==> src/rtl/frac_div_pkg.sv <==
package frac_div_pkg;
   localparam int N_W     = 16;
   localparam int NF_W    = 3;
   localparam int FC_W    = 8;
   localparam int MOD_HI  = 8;
   localparam int MOD_LO  = 5;
   localparam int ACC_W   = $clog2(MOD_HI);
   localparam int MOD_W   = ACC_W + 1;
   localparam int LVL_W   = ACC_W + FC_W;

   typedef struct packed {
      logic [N_W-1:0]  n;
      logic [NF_W-1:0] nf;
      logic            mod5;
      logic [FC_W-1:0] fc;
   } frac_cfg_t;
endpackage

==> src/rtl/frac_div_count.sv <==
module frac_div_count #(
   parameter int CNT_W = 16
) (
   input  logic             clk,
   input  logic             clr,
   input  logic [CNT_W-1:0] ratio,
   input  logic             stretch,
   output logic             term
);
   logic [CNT_W-1:0] cnt_q;
   logic [CNT_W-1:0] lim;

   // last count of the period: ratio-1, one more when stretched
   assign lim  = ratio - CNT_W'(1) + {{(CNT_W-1){1'b0}}, stretch};
   assign term = (cnt_q == lim);

   always_ff @(posedge clk) begin
      if (clr || term) cnt_q <= '0;
      else             cnt_q <= cnt_q + CNT_W'(1);
   end
endmodule

==> src/rtl/frac_div_accum.sv <==
module frac_div_accum
   import frac_div_pkg::*;
(
   input  logic             clk,
   input  logic             clr,
   input  logic             step,
   input  logic             restart,
   input  logic [NF_W-1:0]  nf,
   input  logic             mod5,
   output logic [ACC_W-1:0] acc_q,
   output logic             carry_q
);
   logic [NF_W-1:0]  nf_eff;
   logic [MOD_W-1:0] qm;
   logic [MOD_W-1:0] sum;
   logic             wrap;

   // in the short modulus an oversized increment is folded back first
   assign nf_eff = (mod5 && (nf >= NF_W'(MOD_LO))) ? nf - NF_W'(MOD_LO) : nf;
   assign qm     = mod5 ? MOD_W'(MOD_LO) : MOD_W'(MOD_HI);
   assign sum    = {1'b0, acc_q} + MOD_W'(nf_eff);
   assign wrap   = (sum >= qm);

   always_ff @(posedge clk) begin
      if (clr || (step && restart)) begin
         acc_q   <= '0;
         carry_q <= 1'b0;
      end else if (step) begin
         acc_q   <= wrap ? ACC_W'(sum - qm) : ACC_W'(sum);
         carry_q <= wrap;
      end
   end
endmodule

==> src/rtl/frac_div_comp.sv <==
module frac_div_comp
   import frac_div_pkg::*;
#(
   parameter int WIN_LEN = 128
) (
   input  logic             clk,
   input  logic             clr,
   input  logic             start,
   input  logic [ACC_W-1:0] frd,
   input  logic [FC_W-1:0]  fc,
   output logic             active,
   output logic [LVL_W-1:0] level
);
   localparam int WC_W = $clog2(WIN_LEN + 1);

   logic [LVL_W-1:0] part [FC_W];
   logic [LVL_W-1:0] run  [FC_W+1];
   logic [WC_W-1:0]  wcnt_q;
   logic [LVL_W-1:0] lvl_q;

   // shift-add product, one partial term per code bit
   assign run[0] = '0;
   for (genvar i = 0; i < FC_W; i++) begin : g_pp
      assign part[i]  = fc[i] ? (LVL_W'(frd) << i) : '0;
      assign run[i+1] = run[i] + part[i];
   end

   always_ff @(posedge clk) begin
      if (clr) begin
         wcnt_q <= '0;
         lvl_q  <= '0;
      end else if (start) begin
         wcnt_q <= WC_W'(WIN_LEN);
         lvl_q  <= run[FC_W];
      end else if (wcnt_q != '0) begin
         wcnt_q <= wcnt_q - WC_W'(1);
      end
   end

   assign active = (wcnt_q != '0);
   assign level  = active ? lvl_q : '0;
endmodule

==> src/rtl/frac_div_ctrl.sv <==
module frac_div_ctrl
   import frac_div_pkg::*;
#(
   parameter int N_MIN   = 512,
   parameter int WIN_LEN = 128
) (
   input  logic             clk,
   input  logic             rst_n,
   input  logic             pwr_dn,
   input  logic [N_W-1:0]   n_ratio,
   input  logic [NF_W-1:0]  nf_inc,
   input  logic             mod5_sel,
   input  logic [FC_W-1:0]  fc_code,
   output logic             div_pulse,
   output logic             comp_active,
   output logic [LVL_W-1:0] comp_level
);
   if (WIN_LEN >= N_MIN) begin : g_bad_win
      $error("window must be shorter than the shortest period");
   end
   if (N_MIN < 2 || N_MIN >= (1 << N_W)) begin : g_bad_nmin
      $error("minimum ratio out of counter range");
   end
   if (NF_W > ACC_W) begin : g_bad_nf
      $error("increment wider than accumulator");
   end

   logic             clr;
   logic             term;
   logic             restart;
   logic             pulse_q;
   logic             carry_q;
   logic             act_mod5;
   logic [ACC_W-1:0] acc_q;
   frac_cfg_t        cfg_in;
   frac_cfg_t        act_cfg;

   assign clr = !rst_n || pwr_dn;

   always_comb begin
      cfg_in.n    = (n_ratio < N_W'(N_MIN)) ? N_W'(N_MIN) : n_ratio;
      cfg_in.nf   = nf_inc;
      cfg_in.mod5 = mod5_sel;
      cfg_in.fc   = fc_code;
   end

   // working configuration follows the inputs only at a period boundary
   always_ff @(posedge clk) begin
      if (clr) begin
         act_cfg <= cfg_in;
         pulse_q <= 1'b0;
      end else begin
         pulse_q <= term;
         if (term) act_cfg <= cfg_in;
      end
   end

   assign restart  = (cfg_in.mod5 != act_cfg.mod5);
   assign act_mod5 = act_cfg.mod5;

   frac_div_count #(.CNT_W(N_W)) u_cnt (
      .clk     (clk),
      .clr     (clr),
      .ratio   (act_cfg.n),
      .stretch (carry_q),
      .term    (term)
   );

   frac_div_accum u_acc (
      .clk     (clk),
      .clr     (clr),
      .step    (term),
      .restart (restart),
      .nf      (act_cfg.nf),
      .mod5    (act_cfg.mod5),
      .acc_q   (acc_q),
      .carry_q (carry_q)
   );

   frac_div_comp #(.WIN_LEN(WIN_LEN)) u_comp (
      .clk    (clk),
      .clr    (clr),
      .start  (pulse_q),
      .frd    (acc_q),
      .fc     (act_cfg.fc),
      .active (comp_active),
      .level  (comp_level)
   );

   assign div_pulse = pulse_q;
endmodule

==> config.mk <==
export PLATFORM = sky130hd
export DESIGN_NAME = frac_div_ctrl
export DESIGN_NICKNAME = d
export VERILOG_FILES = /design/src/rtl/frac_div_pkg.sv /design/src/rtl/frac_div_count.sv /design/src/rtl/frac_div_accum.sv /design/src/rtl/frac_div_comp.sv /design/src/rtl/frac_div_ctrl.sv
export SDC_FILE = /design/constraint.sdc
export NUM_CORES = 1
export LEC_CHECK = 0
export BUFFER_PORTS_ARGS = -buffer_cell sky130_fd_sc_hd__clkbuf_2
export CORE_MARGIN = 5
export CORE_UTILIZATION = 55
export CTS_CLUSTER_SIZE = 14
export DETAILED_ROUTE_END_ITERATION = 10
export GPL_TIMING_DRIVEN = 0
export PLACE_DENSITY = 0.84
export SLEW_MARGIN = 0
export SYNTH_ARGS = -nofsm -noshare
export SYNTH_HDL_FRONTEND = slang
export SYNTH_SLANG_ARGS = --single-unit
==> constraint.sdc <==
create_clock -name clk -period 9.6 [get_ports clk]
set_input_delay 0.96 -clock clk [delete_from_list [all_inputs] [get_ports clk]]
set_output_delay 0.96 -clock clk [all_outputs]
set_load 0.02 [all_outputs]
==> results_tabular.tex <==
\begin{tabular}{lr}
\hline
Metric & Value \\
\hline
\multicolumn{2}{l}{\textbf{Global route}} \\
\quad Vias in the first global route & 3,002 \\
\quad Total grt overflow & 0 \\
\quad Initial antenna violation count & 0 \\
\quad Largest net degree at the start of global routing & 38 \\
\quad GRT Resource Usage Total & 17.9\% \\
\quad Global-route wire length before repair & 13.0 mm \\
\multicolumn{2}{l}{\textbf{Placed design}} \\
\quad Global placement routability congestion & 0.862 \\
\quad Post-place instance area & 4370 µm² \\
\quad Number of instances in the placed design & 578 \\
\quad IO Port Bufs & 43 \\
\quad Detailed Place HPWL & 5.88 mm \\
\multicolumn{2}{l}{\textbf{Final layout}} \\
\quad FILL cells & 612 \\
\quad Area of all sequential standard cells & 1640 µm² \\
\quad Finished Layout Cells & 594 \\
\quad Area overhead of the layout relative to synthesis & 13.0\% \\
\quad Area of combinational cells with multiple inputs & 2180 µm² \\
\quad Final Net Count & 553 \\
\quad Count of antenna diodes in the layout & 0 \\
\quad Commonest non-fill, non-tap cells in the layout & sky130\_fd\_sc\_hd\_\_nor2\_1 (46), sky130\_fd\_sc\_hd\_\_clkbuf\_2 (43), sky130\_fd\_sc\_hd\_\_nand2\_1 (42) \\
\quad Share of post-route cells with drive strength above 1 & 13.3\% \\
\quad Post-Layout Inst Area & 4550 µm² \\
\quad Commonest non-fill, non-tap cell in the layout & sky130\_fd\_sc\_hd\_\_nor2\_1 \\
\multicolumn{2}{l}{\textbf{Critical path}} \\
\quad Ordered cell list for the critical path & or4\_1, nor4b\_1, clkbuf\_1, nor2b\_1, clkbuf\_2 \\
\quad Buf+Inv Stages, Crit Path & 2 \\
\quad CP endpoint kind & output port \\
\quad Origin of the critical flop-to-flop path & u\_acc.carry\_q\$\_SDFFE\_PP0P\_ \\
\quad Worst setup path category & reg -> out \\
\quad Cells on worst reg2reg path & 11 \\
\quad Worst path top cell family by delay & simple AND/OR/NAND/NOR gates \\
\quad Origin of the worst setup path & u\_comp.wcnt\_q[2]\$\_SDFFE\_PP0N\_ \\
\quad Slowest-stage cell, CP & sky130\_fd\_sc\_hd\_\_nor4b\_1 \\
\quad Critical Path Start Type & register \\
\quad Largest driver fanout on the critical path & 10 \\
\quad Critical path required time & 8.64 ns \\
\quad End of the worst register-to-register path & act\_cfg[1]\$\_DFFE\_PP\_ \\
\quad Longest individual stage delay on the worst path & 0.89 ns \\
\quad Worst R2R Setup Slack & 6.14 ns \\
\quad Data arrival at the endpoint of the critical path & 2.80 ns \\
\multicolumn{2}{l}{\textbf{Drt}} \\
\quad 1st-pass router iterations & 4 \\
\quad Via count & 3,127 \\
\quad Via-per-instance ratio & 5.26 \\
\quad Wirelength, routed & 7.55 mm \\
\quad Routed len/inst & 12.7 µm \\
\quad Detailed-route DRC error count & 0 \\
\quad Final ANT Viol Nets & 0 \\
\quad Number of DRC markers in iteration 0 & 161 \\
\multicolumn{2}{l}{\textbf{STA}} \\
\quad Setup Skew & 0.00648 ns \\
\quad Unrepaired setup endpoints after global routing & no \\
\quad Pins over their slew limit & 0 \\
\quad Final period utilization & 39.1\% \\
\quad Slew headroom & 31.2\% \\
\quad Hold violation total from the final report & 0 \\
\quad Final critical path time including I/O delays and setup & 3.76 ns \\
\quad Maximum achievable frequency & 266 MHz \\
\quad Setup\_tns & 0 ns \\
\quad Total of endpoints with negative setup slack in the final report & 0 \\
\quad Transition time at the pin with the least slew margin & 1.02 ns \\
\multicolumn{2}{l}{\textbf{Floorplan}} \\
\quad Die outline height & 95.6 µm \\
\quad Area of the die & 9140 µm² \\
\quad Starting density of the core & 56.2\% \\
\quad Floorplan row count & 31 \\
\quad Area of the core & 7180 µm² \\
\quad Die Wd & 95.6 µm \\
\quad Ports placed on the boundary & 44 \\
\multicolumn{2}{l}{\textbf{Min path}} \\
\quad Hold depth & 2 \\
\quad Start point of the worst hold path & u\_comp.lvl\_q[0]\$\_SDFFE\_PP0P\_ \\
\quad Class of the most critical hold timing path & reg -> reg \\
\quad Endpoint of the worst hold-timing path & u\_comp.lvl\_q[0]\$\_SDFFE\_PP0P\_ \\
\multicolumn{2}{l}{\textbf{Yosys}} \\
\quad Most used flip-flop cell after synthesis & sky130\_fd\_sc\_hd\_\_dfxtp\_1 \\
\quad Yosys reg bits & 68 \\
\quad Post-synthesis average cell area & 9.24 µm² \\
\quad Net count of the mapped netlist & 499 \\
\quad Number of enable flip-flop cells after synthesis & 28 \\
\quad Synth unique cells & 51 \\
\quad Cells after Synth & 436 \\
\quad Post-synth ARST share & 0\% \\
\quad Sequential share of the synthesized area & 40.7\% \\
\quad Warning count from the yosys run & 0 \\
\quad Area of the mapped netlist & 4030 µm² \\
\multicolumn{2}{l}{\textbf{Run status}} \\
\quad Run status & complete, no violations \\
\multicolumn{2}{l}{\textbf{Pwr}} \\
\quad Power density cells & 170 nW/µm² \\
\quad Leakage & 0.00191 µW \\
\quad Power after layout & 773 µW \\
\quad Highest ir drop seen on vdd & 0.0901 mV \\
\multicolumn{2}{l}{\textbf{Clock network}} \\
\quad Buffer depth of the longest clock path & 2 \\
\quad H-Tree Level Count & 3 \\
\quad Root buffer cell & sky130\_fd\_sc\_hd\_\_clkbuf\_8 \\
\quad Number of CTS-inserted buffers & 9 \\
\quad Number of buffers added for setup after CTS & 0 \\
\quad Post-cts repair resize count & 0 \\
\quad Hold-fix buffers, CTS & 0 \\
\quad Clock network latency to the later pin of the worst-skew pair & 0.34 ns \\
\quad Worst-path clk slew & 0.07 ns \\
\quad Clock tree sinks & 68 \\
\quad TritonCTS clock tree & yes \\
\multicolumn{2}{l}{\textbf{Run}} \\
\quad Max-capacitance violation count & 0 \\
\hline
\end{tabular}
-- routing by layer --
metal  vias up  routed length (µm)  GRT usage [%]
li1       1582                   -              -
met1      1452                3070           19.5
met4         0                 163           6.40
met5         -                   0              0
met3        16                 361           5.29
met2        77                3960           32.7
-- worst reg2reg max path, stage by stage, from the launching register on --
cell,delay (ns)
sky130_fd_sc_hd__dfxtp_1,0.34
sky130_fd_sc_hd__inv_1,0.05
sky130_fd_sc_hd__ha_1,0.23
sky130_fd_sc_hd__ha_1,0.31
sky130_fd_sc_hd__xor2_1,0.15
sky130_fd_sc_hd__nand2_1,0.06
sky130_fd_sc_hd__or4_1,0.53
sky130_fd_sc_hd__or4_1,0.48
sky130_fd_sc_hd__a2111o_1,0.35
sky130_fd_sc_hd__buf_4,0.18
sky130_fd_sc_hd__nand2_4,0.13
sky130_fd_sc_hd__buf_6,0.29
-- cells by family after synthesis --
family,share of synthesized area (%)
AO/OA/AOI/OAI,7.73
XOR/XNOR,9.56
adder cells (fa/ha/maj),11.4
buffers and inverters,5.15
flip-flops,40.7
multiplexers,2.48
AND/OR/NAND/NOR,22.9
-- metrics by stage --
step                      hold slack [ns]  util (%)  setup slack (ns)
final                               0.452      63.5              5.84
after global routing                0.491      63.5              5.57
after CTS                           0.457      63.5              5.79
after detailed placement            0.449      60.9              6.13
after global placement              0.443      60.9              6.21
after floorplan                     0.427         -              6.46
-- synthesized netlist by cell type, drive strengths merged (3+ instances only) --
library cell  instances  share of area (%)
xnor2                24                5.2
dfxtp                40                 20
nand2b                5               0.78
fa                    8                4.0
and2                 17                2.6
or4                   5               0.93
mux2i                10                2.5
buf                   3               0.59
xor2                 20                4.3
a21o                  5               0.93
nor2b                16                2.5
nor3                 15                2.0
ha                   24                7.5
nor2                 46                4.3
a21oi                13                1.6
clkbuf               15                1.4
inv                  33                3.1
nand3                12                1.5
nand4                 6               0.93
o211ai                3               0.56
o21ai                 9                1.1
edfxtp               28                 21
nor4                  6               0.93
nand2                43                4.2
and3                  4               0.62
-- power breakdown --
group	switching, µW	leakage [µW]	internal (µW)
Sequential	20.6	0.000609	325
Combinational	124	0.00120	83.7
Clock	104	0.0000956	116
-- final cells by class --
cell class              count  area share, %
flip-flops and latches     68           36.1
plain buffers              18           1.76
well taps                  99           2.72
clock buffers              14           3.82
multi-input cells         316           47.9
inverters                  34           2.80
clock inverters             2          0.220
repair buffers             43           4.73
-- flip-flops by register name (all words and copies together), names as in the netlist --
register       count
u_comp.lvl_q      11
u_cnt.cnt_q       16
act_cfg           27
u_acc.acc_q        3
u_comp.wcnt_q      8
act_mod5           1
u_acc.carry_q      1
div_pulse          1
-- worst max path at each step --
stage,to,slack (ns),depth (start not counted)
global route,comp_level[1],5.57,5
global placement,act_cfg[27]$_SDFFCE_PN0P_,6.21,11
finish,comp_level[5],5.84,5
CTS,comp_level[7],5.79,5
detailed placement,act_cfg[27]$_SDFFCE_PN0P_,6.13,11
floorplan,act_cfg[0]$_DFFE_PP_,6.46,11
No activity file was read; power rests on OpenSTA's default activity.
